**config.mk**
```make
export PLATFORM = sky130hd
export DESIGN_NAME = dpll_clk_recovery
export DESIGN_NICKNAME = d
export VERILOG_FILES = /design/src/rtl/dpll_pkg.sv /design/src/rtl/dpll_line_sync.sv /design/src/rtl/dpll_lockout.sv /design/src/rtl/dpll_phase.sv /design/src/rtl/dpll_clk_recovery.sv
export SDC_FILE = /design/constraint.sdc
export NUM_CORES = 1
export LEC_CHECK = 0
export ABC_AREA = 1
export BUFFER_PORTS_ARGS = -buffer_cell sky130_fd_sc_hd__buf_4
export CAP_MARGIN = 20
export CORE_MARGIN = 2
export CORE_UTILIZATION = 55
export DETAILED_ROUTE_END_ITERATION = 16
export GPL_ROUTABILITY_DRIVEN = 0
export PLACE_DENSITY_LB_ADDON = 0.1
export REMOVE_ABC_BUFFERS = 1
export SETUP_SLACK_MARGIN = 0.02
export SYNTH_ARGS = -nofsm -noshare
export SYNTH_HDL_FRONTEND = slang
export SYNTH_SLANG_ARGS = --single-unit
```
**constraint.sdc**
```tcl
create_clock -name clk_i -period 4.99 [get_ports clk_i]
set_clock_uncertainty 0.1 [all_clocks]
set_input_delay 0.499 -clock clk_i [delete_from_list [all_inputs] [get_ports clk_i]]
set_output_delay 0.499 -clock clk_i [all_outputs]
set_load 0.05 [all_outputs]
```
**src/rtl/dpll_pkg.sv**
```systemverilog
package dpll_pkg;

    localparam int SLOT_W      = 4;
    localparam int SLOTS       = 1 << SLOT_W;
    localparam int SAMPLE_SLOT = SLOTS / 2;
    localparam int HALF_STEP   = SLOTS / 2;

    typedef enum logic [1:0] {
        WIN_IGNORE  = 2'd0,
        WIN_RETARD  = 2'd1,
        WIN_ADVANCE = 2'd2,
        WIN_SHIFT   = 2'd3
    } win_e;

    typedef struct packed {
        logic toggled;
        logic cur_bit;
        logic old_bit;
    } line_s;

    typedef struct packed {
        logic sample;
        logic bit_val;
    } tap_s;

    function automatic win_e classify_slot(input logic [SLOT_W-1:0] slot,
                                           input logic ps_off);
        win_e w;
        w = WIN_IGNORE;
        if (ps_off) begin
            if (slot >= 4'd2 && slot <= 4'd7)       w = WIN_RETARD;
            else if (slot >= 4'd9 && slot <= 4'd14) w = WIN_ADVANCE;
        end else begin
            if (slot == 4'd3 || slot == 4'd4)        w = WIN_SHIFT;
            else if (slot == 4'd2 || slot == 4'd5)   w = WIN_RETARD;
            else if (slot >= 4'd10 && slot <= 4'd13) w = WIN_ADVANCE;
        end
        return w;
    endfunction

endpackage

```
**src/rtl/dpll_line_sync.sv**
```systemverilog
module dpll_line_sync
    import dpll_pkg::*;
(
    input  logic  clk_i,
    input  logic  rst_i,
    input  logic  rxd_i,
    output line_s line_o
);
    logic meta_q;
    logic sync_q;
    logic hist_q;

    always_ff @(posedge clk_i) begin
        if (rst_i) begin
            meta_q <= 1'b0;
            sync_q <= 1'b0;
            hist_q <= 1'b0;
        end else begin
            meta_q <= rxd_i;
            sync_q <= meta_q;
            hist_q <= sync_q;
        end
    end

    always_comb begin
        line_o.toggled = sync_q ^ hist_q;
        line_o.cur_bit = sync_q;
        line_o.old_bit = hist_q;
    end
endmodule

```
**src/rtl/dpll_lockout.sv**
```systemverilog
module dpll_lockout #(
    parameter int LOCK_CYC = 16
) (
    input  logic clk_i,
    input  logic rst_i,
    input  logic arm_i,
    output logic busy_o
);
    localparam int TW = $clog2(LOCK_CYC);
    localparam logic [TW-1:0] RELOAD = TW'(LOCK_CYC - 1);

    logic [TW-1:0] timer_q;

    always_ff @(posedge clk_i) begin
        if (rst_i)                timer_q <= '0;
        else if (arm_i)           timer_q <= RELOAD;
        else if (timer_q != '0)   timer_q <= timer_q - 1'b1;
    end

    assign busy_o = (timer_q != '0);
endmodule

```
**src/rtl/dpll_phase.sv**
```systemverilog
module dpll_phase
    import dpll_pkg::*;
(
    input  logic              clk_i,
    input  logic              rst_i,
    input  line_s             line_i,
    input  logic              ps_off_i,
    input  logic              busy_i,
    output logic [SLOT_W-1:0] cnt_o,
    output win_e              win_o,
    output logic              accept_o,
    output tap_s              tap_o
);
    logic [SLOT_W-1:0] cnt_q;
    logic [SLOT_W-1:0] step;
    tap_s              tap_q;
    tap_s              tap_d;

    always_comb begin
        win_o    = classify_slot(cnt_q, ps_off_i);
        accept_o = line_i.toggled && !busy_i && (win_o != WIN_IGNORE);
        step     = SLOT_W'(1);
        if (accept_o) begin
            unique case (win_o)
                WIN_RETARD:  step = SLOT_W'(0);
                WIN_ADVANCE: step = SLOT_W'(2);
                WIN_SHIFT:   step = SLOT_W'(HALF_STEP + 1);
                default:     step = SLOT_W'(1);
            endcase
        end
        tap_d.sample  = 1'b0;
        tap_d.bit_val = tap_q.bit_val;
        if (accept_o && win_o == WIN_SHIFT) begin
            tap_d.sample  = 1'b1;
            tap_d.bit_val = line_i.old_bit;
        end else if (cnt_q == SLOT_W'(SAMPLE_SLOT)) begin
            tap_d.sample  = 1'b1;
            tap_d.bit_val = line_i.cur_bit;
        end
    end

    always_ff @(posedge clk_i) begin
        if (rst_i) begin
            cnt_q <= '0;
            tap_q <= '0;
        end else begin
            cnt_q <= cnt_q + step;
            tap_q <= tap_d;
        end
    end

    assign cnt_o = cnt_q;
    assign tap_o = tap_q;
endmodule

```
**src/rtl/dpll_clk_recovery.sv**
```systemverilog
module dpll_clk_recovery
    import dpll_pkg::*;
#(
    parameter int LOCK_CYC = 16
) (
    input  logic clk_i,
    input  logic rst_i,
    input  logic rxd_i,
    input  logic ps_off_i,
    output logic bit_clk_o,
    output logic data_o,
    output logic valid_o
);
    line_s             line;
    logic              lock_busy;
    logic              edge_acc;
    win_e              edge_win;
    logic [SLOT_W-1:0] phase_cnt;
    tap_s              tap;

    dpll_line_sync u_sync (
        .clk_i  (clk_i),
        .rst_i  (rst_i),
        .rxd_i  (rxd_i),
        .line_o (line)
    );

    dpll_lockout #(.LOCK_CYC(LOCK_CYC)) u_lock (
        .clk_i  (clk_i),
        .rst_i  (rst_i),
        .arm_i  (edge_acc),
        .busy_o (lock_busy)
    );

    dpll_phase u_phase (
        .clk_i    (clk_i),
        .rst_i    (rst_i),
        .line_i   (line),
        .ps_off_i (ps_off_i),
        .busy_i   (lock_busy),
        .cnt_o    (phase_cnt),
        .win_o    (edge_win),
        .accept_o (edge_acc),
        .tap_o    (tap)
    );

    assign bit_clk_o = (phase_cnt >= SLOT_W'(SAMPLE_SLOT));
    assign data_o    = tap.bit_val;
    assign valid_o   = tap.sample;
endmodule

```
---- Yosys cells after proc, flatten, opt, wreduce, memory -nomap -nowiden ----
Index checks and enable logic that the tools add are counted.
storage, ports and cells
  bits in registers ....................... 13
  output and inout port bits .............. 3
  word-level logic and storage cells ...... 50
cells by class
  $add $sub $neg .......................... 2
  $lt $le $gt $ge ......................... 7
  equal/unequal tests ..................... 8
  multiplexer cells ....................... 12
  bitwise gates (word level) .............. 1
  reductions and logical operators ........ 13
operators with widths
  kind                                                                number
  2-to-1 mux 2 bit                                                    8
  greater-or-equal comparator 4 bit (second input constant)           3
  2-to-1 mux 4 bit                                                    3
  case mux 4 bit (3 select lines)                                     1
  equality test 4 x 2 -> 1 bit (second input constant)                2
  equality test 4 x 3 -> 1 bit (second input constant)                2
  <= comparator 4 bit (second input constant)                         2
  logical AND 1 bit                                                   6
  nonzero test 2 bit                                                  3
  adder 4 bit                                                         1
  equality test 2 bit (second input constant)                         2
  equality test 4 bit (second input constant)                         1
  greater-or-equal comparator 4 x 2 -> 1 bit (second input constant)  1
  <= comparator 4 x 3 -> 1 bit (second input constant)                1
  nonzero test 4 bit                                                  1
  subtractor 4 x 1 -> 4 bit (second input constant)                   1
  equality test 2 x 1 -> 1 bit (second input constant)                1
  logical OR 1 bit                                                    2
  logical NOT 1 bit                                                   1
  bitwise XOR 1 bit                                                   1

---- Longest topological paths before layout ----
Gate-level depths: netlist of the first run.
  depth in word-level cells ............... 10
  mapped depth ............................ 19

---- By module ----
Synthesis of the first run repeated with hierarchy kept, for this count alone.
second synthesis, totals
  cells, all modules ...................... 109
  area total of the unflattened synthesis .. 778.2 um2
by module, submodules not included
  module             instances  cells each  area an instance (um2)
  dpll_phase         1          60          429.2
  dpll_lockout       1          33          232.7
  dpll_line_sync     1          15          112.6
  dpll_clk_recovery  1          1           3.8

---- Worst setup path before layout of the first run ----
OpenSTA, ideal clock, no wires.
  path kind ............................... flip-flop to flip-flop
  start point ............................. register u_phase.cnt_q[2], in the netlist u_phase.cnt_o[2]
  end point ............................... register u_phase.cnt_q[3], in the netlist u_phase.cnt_o[3]
  setup time .............................. 0.115 ns
  arrival ................................. 2.143 ns
  setup slack ............................. 2.632 ns
  cell stages (with the launch flop) ...... 19
  period minus slack after synthesis ...... 2.358 ns
  cell sequence ........................... dfxtp_1 buf_4 nand2_1 nor2_1 nor3_1 inv_1 ha_1 inv_1 nand2_2 nor3_2 nand2_1 inv_1 ha_1 nand3_1 nand3_1 nand2_1 inv_1 o21ai_1 nor2_1
on the way
  cells in the longest elaborated chain, start to end .. 10
  elaborated cells on any way between the ends .. 29
  those cells by class .................... 1 x add/sub; 6 x order compare; 7 x eq/ne; 8 x mux; 7 x reduce/logical
ends and longest elaborated chain
  element                                                                          RTL line                            text
  from (decl)                                                                      dpll_phase.sv:14                    logic [SLOT_W-1:0] cnt_q;
  from (signal assigned)                                                           dpll_phase.sv:47                    cnt_q <= cnt_q + step;
  greater-or-equal comparator 4 bit / <= comparator 4 bit (equally long branches)  dpll_pkg.sv:36                      else if (slot >= 4'd10 && slot <= 4'd13) w = WIN_ADVANCE;
  logical AND 1 bit                                                                dpll_pkg.sv:36
  2-to-1 mux 2 bit                                                                 dpll_pkg.sv:36
  2-to-1 mux 2 bit                                                                 dpll_pkg.sv:35                      else if (slot == 4'd2 || slot == 4'd5) w = WIN_RETARD;
  2-to-1 mux 2 bit                                                                 dpll_pkg.sv:34                      if (slot == 4'd3 || slot == 4'd4) w = WIN_SHIFT;
  2-to-1 mux 2 bit                                                                 dpll_pkg.sv:30                      if (ps_off) begin
  equality test 2 bit, or another cell as far along                                dpll_phase.sv:24                    unique case (win_o)
  case mux 4 bit (3 select lines) / logical AND 1 bit (equally long branches)      dpll_phase.sv:24, dpll_phase.sv:21
  2-to-1 mux 4 bit                                                                 dpll_phase.sv:23                    if (accept_o) begin
  adder 4 bit (*)                                                                  dpll_phase.sv:47
Every way passes the cells marked *; elsewhere a longest branch is shown, timed or not.
A chain may end at the register's enable or synchronous reset.

---- Worst setup path after layout of the first run ----
Same ends and word-level chain as after synthesis.

==> summary.md, run 1 <==
| Metric | Value |
|---|---|
| TritonCTS Buffers | 3 |
| Clk sinks | 13 |
| Area delta synth->final | 10.1% |
| Worst r2r path cells | 16 |
| Core area | 1280 µm² |
| PwrDens | 394 nW/µm² |
| Tcrit/Tclk final | 53.4% |
| Final hold violation count | 0 |
| Required @ worst endpoint | 5.06 ns |
| Setup Viol. Count Final | 0 |
| Most used cell, CP | inv_1 |
| Max Cap Viol | 0 |
| I/O pins | 7 |
| Register share of total power | 42.1% |
| Max FO, Critical Path | 8 |
| CP Capture Type | register |
| First-pass DRT Iterations | 4 |
| Synthesized instance count | 102 |
| Die ar. | 1670 µm² |
| GRT Residual Overflow | 0 |
| Critical Path Max Stage Delay | 0.47 ns |
| Via Count | 604 |
| Setup_tns | 0 ns |
| Vias in the first global route | 508 |
| Cell area after synthesis | 746 µm² |
| Initial antenna violation count | 0 |
| Syn. warnings | 0 |
| Port bufs | 6 |
| DRT Wirelength | 1230 µm |
| Worst-path clk slew | 0.08 ns |
| CTS HTree Levels | 1 |
| Slew @ Worst Pin | 0.262 ns |
| CTS root buf | clkbuf_4 |
| Hold WC Path Type | reg2reg |
| Sw frac | 38.4% |
| P_leak | 0.386 nW |
| DRC | 0 |
| Setup ws final | 2.32 ns |
| CP Data Arrival Time | 2.73 ns |
| CP Launch Type | register |
| Rel. slew slack | 82.5% |
| Status | complete, no violations |
| Comb pwr share | 38.2% |
| Slew Viols, Final | 0 |
| Clock Tree Buf Depth | 2 |
| Crit path from | u_phase.cnt_o[2] |
| First-pass GRT wire length | 1900 µm |
| Psw | 0.124 mW |
| Starting Density | 58.0% |
| Cell Chain, Critical Path | nor2_1, nor3_1, inv_1, ha_1, inv_1, nand2_2, nor3_2, nand2_1, inv_1, ha_1, nand3_1, nand3_1, nand2_1, inv_1, o21ai_1, nor2_1 |
| Cell Rows | 13 |
| RSZ-0062 raised after global routing | false |
| CTS tree | yes |
| Sequential fraction of the synthesis area | 34.9% |
| Post-synth cell types | 25 |
| Reg2reg end | u_phase.cnt_o[3] |
| Worst R2R Start | u_phase.cnt_o[2] |
| Total power | 0.324 mW |
| Post-layout nets | 121 |
| P_int | 0.200 mW |
| Layout cells sized above 1 | 20.2% |
| DP Area | 795 µm² |
| Fin area | 821 µm² |
| Hpwl dp | 994 µm |
| Flops & latches, synth | 13 |
| Worst Setup EP | u_phase.cnt_o[3] |
| Peak Freq | 375 MHz |
| Internal reg-to-reg setup slack | 2.32 ns |
| Post-route ant nets | 0 |
| Wire per inst | 9.94 µm |
| Hold Buf Count CTS | 0 |
| Largest net degree at the start of global routing | 11 |
| Setup Buffers After CTS | 0 |
| Slowest stage cell, crit path | dfxtp_1 |
| Die H | 40.8 µm |
| Clk network pwr share | 19.7% |
| Drt via density | 4.87 |
| Final Critical Period | 2.67 ns |
| Clk Latency, worst-skew pair | 0.27 ns |
| Initial DRC Count | 18 |
| Pre-CTS setup slack | 2.31 ns |
| Peak VDD IR | 0.000216 V |
| PostCTS Resize Cnt | 0 |
| Syn avg cell area | 7.31 µm² |
| Die width | 40.8 µm |
| Crit Path Category | reg2reg |
| Total GRT Usage | 18.2% |
| Ant diodes | 0 |
-- metrics by stage --
stage	util, %	instances	hold slack [ns]
floorplan	-	99	0.288
global placement	61.8	120	0.300
detailed placement	61.8	120	0.302
CTS	63.9	124	0.316
global route	63.9	124	0.339
finish	63.9	124	0.312
-- synth_stat cells --
cell      count  area, µm²
ha_1          6       75.1
a31oi_1       1       6.26
nand3_2       1       10.0
nand2_1      15       56.3
o31ai_1       1       7.51
clkbuf_1      2       7.51
buf_4         1       7.51
o21ai_2       1       8.76
a21oi_1       5       25.0
or2_2         1       6.26
nor2_2        4       25.0
nand3_1       8       40.0
nand4_1       1       6.26
a21oi_2       1       8.76
nor3_1        1       5.00
inv_2         3       11.3
o21ai_0       3       15.0
o21ai_1       1       5.00
xor2_1        2       17.5
inv_1        16       60.1
nor3_2        1       10.0
nand2_2       1       6.26
nor2_1       12       45.0
fa_1          1       20.0
dfxtp_1      13        260
-- critical path: cells and delay by family, from the launching register on --
kind / cells / cell delay [ns]
DFF: 1 / 0.47
AOI/OAI and AO/OA: 1 / 0.10
adders and majority gates: 2 / 0.42
buffers and inverters: 4 / 0.30
and+or+nand+nor: 9 / 1.17
-- layer usage --
| metal | track usage, % | share of wire, % | up-vias | routed length (µm) |
|---|---|---|---|---|
| li1 | - | - | 333 | - |
| met1 | 22.2 | 51 | 260 | 625 |
| met2 | 27.3 | 44 | 9 | 546 |
| met3 | 4.89 | 3.6 | 2 | 45 |
| met4 | 12.5 | 1.2 | 0 | 15 |
| met5 | 0 | 0 | - | 0 |
-- state kept, by name, summed over array words and instances (netlist names) --
| name | cells |
|---|---|
| u_sync.hist_q | 1 |
| u_sync.sync_q | 1 |
| u_phase.cnt_o | 4 |
| u_sync.meta_q | 1 |
| u_lock.timer_q | 4 |
| u_phase.tap_o | 2 |
-- layout make-up --
class,count,area (µm²)
well taps,15,18.8
clock buffers,4,26.3
fillers,117,464
flip-flops and latches,13,260
multi-input cells,67,399
inverters,19,71.3
repair buffers,6,45.0
-- kinds of logic after synthesis --
logic type | count (synthesis) | synth area share (%)
buffers and inverters | 22 | 11.6
AOI/OAI and AO/OA | 13 | 10.2
DFF | 13 | 34.9
and+or+nand+nor | 45 | 28.2
adders and majority gates | 7 | 12.8
xor gates and xnor gates | 2 | 2.35
-- placed cells by master (no fill, tap or decap), drive strengths merged --
cell	instances
o31ai	1
a31oi	1
nand2	16
dfxtp	13
a21oi	6
inv	19
nor2	16
nand3	9
buf	6
or2	1
o21ai	5
nand4	1
fa	1
xor2	2
clkbuf	4
ha	6
nor3	2
-- worst min path at each step --
stage,from,endpoint,slack [ns],depth (start not counted)
finish,u_sync.meta_q,u_sync.sync_q,0.31,2
global route,rxd_i,u_sync.meta_q,0.34,3
CTS,u_sync.meta_q,u_sync.sync_q,0.32,2
detailed placement,u_sync.meta_q,u_sync.sync_q,0.30,2
global placement,u_sync.meta_q,u_sync.sync_q,0.30,2
floorplan,u_sync.meta_q,u_sync.sync_q,0.29,2
-- power by group through the flow --
stage          registers, mW  logic [mW]  clock network, mW
2_1_floorplan          0.138      0.0974                  0
3_3_place_gp           0.139       0.119                  0
3_5_place_dp           0.139       0.124                  0
4_1_cts                0.137       0.125             0.0667
5_1_grt                0.139       0.141             0.0718
6_report               0.136       0.124             0.0638
Note: power is estimated with default switching activity, not from simulation.
==> run 2, diff against run 1 <==
Settings changed: ABC_AREA 1 to 0, CORE_UTILIZATION 55 to 54.
Clock period 4.99 ns to 2.8 ns, I/O delays scaled along.
==> summary.md, run 2 <==
| Metric | Value |
|---|---|
| Status | complete, no violations |
| Total GRT Usage | 17.7% |
| Core area | 1250 µm² |
| Max FO, Critical Path | 8 |
| Starting Density | 56.1% |
| Post-Synth XOR/XNOR Area | 8.19% |
| First-pass GRT wire length | 1780 µm |
| Drt via density | 4.89 |
| Post-synth EDFFs | 0 |
| DRT Wirelength | 1090 µm |
| Worst Hold Path EP | u_sync.meta_q |
| Combinational family with the most area after synthesis | simple AND/OR/NAND/NOR gates |
| Crit path buffers/inverters | 2 |
| Final hold violation count | 0 |
| Die ar. | 1610 µm² |
| Post-layout nets | 98 |
| Multiplexer share of the synthesized area | 4.45% |
| Area delta synth->final | 14.8% |
| I/O pins | 7 |
| CP Data Arrival Time | 2.69 ns |
| Core Util, Final | 64.4% |
| Share of the synthesized area in the top cell type | 37.0% |
| Most common cell in the netlist | dfxtp_1 |
| Synth Area in Compound Gates | 10.7% |
| Worst-path clk slew | 0.07 ns |
| Flops & latches, synth | 13 |
| Dpl cells | 97 |
| Fill cell count | 105 |
| GRT Residual Overflow | 0 |
| Setup_tns | 0 ns |
| Layout cells sized above 1 | 20.9% |
| Required @ worst endpoint | 2.91 ns |
| RSZ-0062 raised after global routing | false |
| Ys flop type | dfxtp_1 |
| Max Cap Viol | 0 |
| Slowest stage cell, crit path | dfxtp_2 |
| Cell Rows | 13 |
| Area leader, netlist | dfxtp_1 |
| Syn. warnings | 0 |
| Clk Latency, worst-skew pair | 0.27 ns |
| TritonCTS Buffers | 3 |
| Slew @ Worst Pin | 0.543 ns |
| Final Critical Period | 2.58 ns |
| Synthesized instance count | 77 |
| Non-filler cells, final | 101 |
| Synth async-reset ratio | 0% |
| Multi-input logic area | 409 µm² |
| Tcrit/Tclk final | 92.1% |
| Most frequent cells in the layout | nor2_1 (11), dfxtp_1 (11), inv_1 (8), buf_4 (8), ha_1 (6) |
| Worst hold margin | 0.119 ns |
| Total power | 0.525 mW |
| Cell area after synthesis | 703 µm² |
| Critical Path Max Stage Delay | 0.36 ns |
| Crit Path Category | reg2reg |
| CTS root buf | clkbuf_4 |
| Peak VDD IR | 0.000426 V |
| Setup Buffers After CTS | 0 |
| Cell Chain, Critical Path | nor2b_2, a211oi_1, inv_1, ha_1, nor3_2, nand2_1, inv_1, ha_1, a21o_1, nand2_1, xnor3_1, nor2_1 |
| Pre-CTS setup slack | 0.100 ns |
| Crit-path leading delay family | simple AND/OR/NAND/NOR gates |
| CTS HTree Levels | 1 |
| CP Capture Type | register |
| Synth top cells by count | dfxtp_1 (13), nor2_1 (11), inv_1 (8) |
| Worst hold path depth | 2 |
| Die width | 40.1 µm |
| CTS tree | yes |
| Simple-gate share of the synthesized area | 20.3% |
| Post-route ant nets | 0 |
| Hold path startpoint | rxd_i |
| Sequential fraction of the synthesis area | 37.0% |
| Syn avg cell area | 9.13 µm² |
| Top post-synthesis cells by area | dfxtp_1 (37%), ha_1 (11%), nor2_1 (5.9%), nor2b_1 (4.4%), a211oi_1 (4.3%) |
| Via Count | 494 |
| PostCTS Resize Cnt | 0 |
| CP Launch Type | register |
| Port bufs | 6 |
| Hold Buf Count CTS | 0 |
| Rel. slew slack | 63.3% |
| Adder-cell area share of the yosys netlist | 13.5% |
| Hold WC Path Type | in2reg |
| P_leak | 0.372 nW |
| Initial DRC Count | 6 |
| Largest net degree at the start of global routing | 14 |
| Setup ws final | 0.220 ns |
| DP Area | 771 µm² |
| Die H | 40.1 µm |
| Clock Tree Buf Depth | 2 |
| Wire per inst | 10.8 µm |
| Vias in the first global route | 424 |
| Internal reg-to-reg setup slack | 0.22 ns |
| Post-synth cell types | 23 |
| Register area | 263 µm² |
| Slew Viols, Final | 0 |
| DRC | 0 |
| Reg2reg end | u_phase.cnt_o[3] |
| PwrDens | 651 nW/µm² |
| Fin area | 807 µm² |
| Worst r2r path cells | 12 |
| Initial antenna violation count | 0 |
| Setup Viol. Count Final | 0 |
| Hpwl dp | 846 µm |
| First-pass DRT Iterations | 4 |
| Clk sinks | 13 |
| Worst R2R Start | u_phase.cnt_o[2] |
| Peak Freq | 388 MHz |
| Ant diodes | 0 |
-- run 2: cell types whose count changed in the layout (fill, tap and decap cells not counted), sizes merged, moves of 3 or more --
| cell | change |
|---|---|
| o21ai | -4 |
| nor3 | +3 |
| nor2 | -5 |
| nand2 | -13 |
| a211oi | +4 |
| nand3 | -9 |
| inv | -11 |
| nor2b | +5 |
| a21oi | -4 |
-- run 2: cell families after synthesis --
group	after synthesis
mux	3
flops	13
simple gates	27
buf+inv	11
xor+xnor	5
compound gates	11
fa+ha+maj	7
-- run 2: area by class of cell --
class / instances / share of cell area, %
multi-input combinational: 53 / 50.7
inverter: 8 / 3.72
tap: 15 / 2.33
timing repair buffer: 8 / 7.44
clock buffer: 4 / 3.26
sequential: 13 / 32.6
-- run 2: worst max-delay path by stage --
stage	startpoint	endpoint	slack [ns]	depth (start not counted)
2_1_floorplan	u_phase.cnt_o[3]	u_phase.cnt_o[3]	0.08	11
3_3_place_gp	u_phase.cnt_o[2]	u_phase.cnt_o[3]	0.19	12
3_5_place_dp	u_phase.cnt_o[2]	u_phase.cnt_o[3]	0.10	12
4_1_cts	u_phase.cnt_o[2]	u_phase.cnt_o[3]	0.08	12
5_1_grt	u_phase.cnt_o[2]	u_phase.cnt_o[3]	0.02	12
6_report	u_phase.cnt_o[2]	u_phase.cnt_o[3]	0.22	12
-- run 2: per-layer routing --
layer  global-route usage (%)  part of all wire [%]  vias to the layer above  wire length, µm
met1                     22.9                    51                      208              555
met2                     24.6                    42                        7              463
met5                        0                     0                        -                0
li1                         -                     -                      275                -
met4                     15.5                   3.7                        0               40
met3                     3.33                   2.9                        4               32
-- run 2: report_power, final --
part / internal (mW) / total [mW] / leakage, nW / switching, mW
logic: 0.0868 / 0.175 / 0.249 / 0.0877
clock network: 0.0552 / 0.111 / 0.0150 / 0.0560
registers: 0.214 / 0.240 / 0.108 / 0.0254
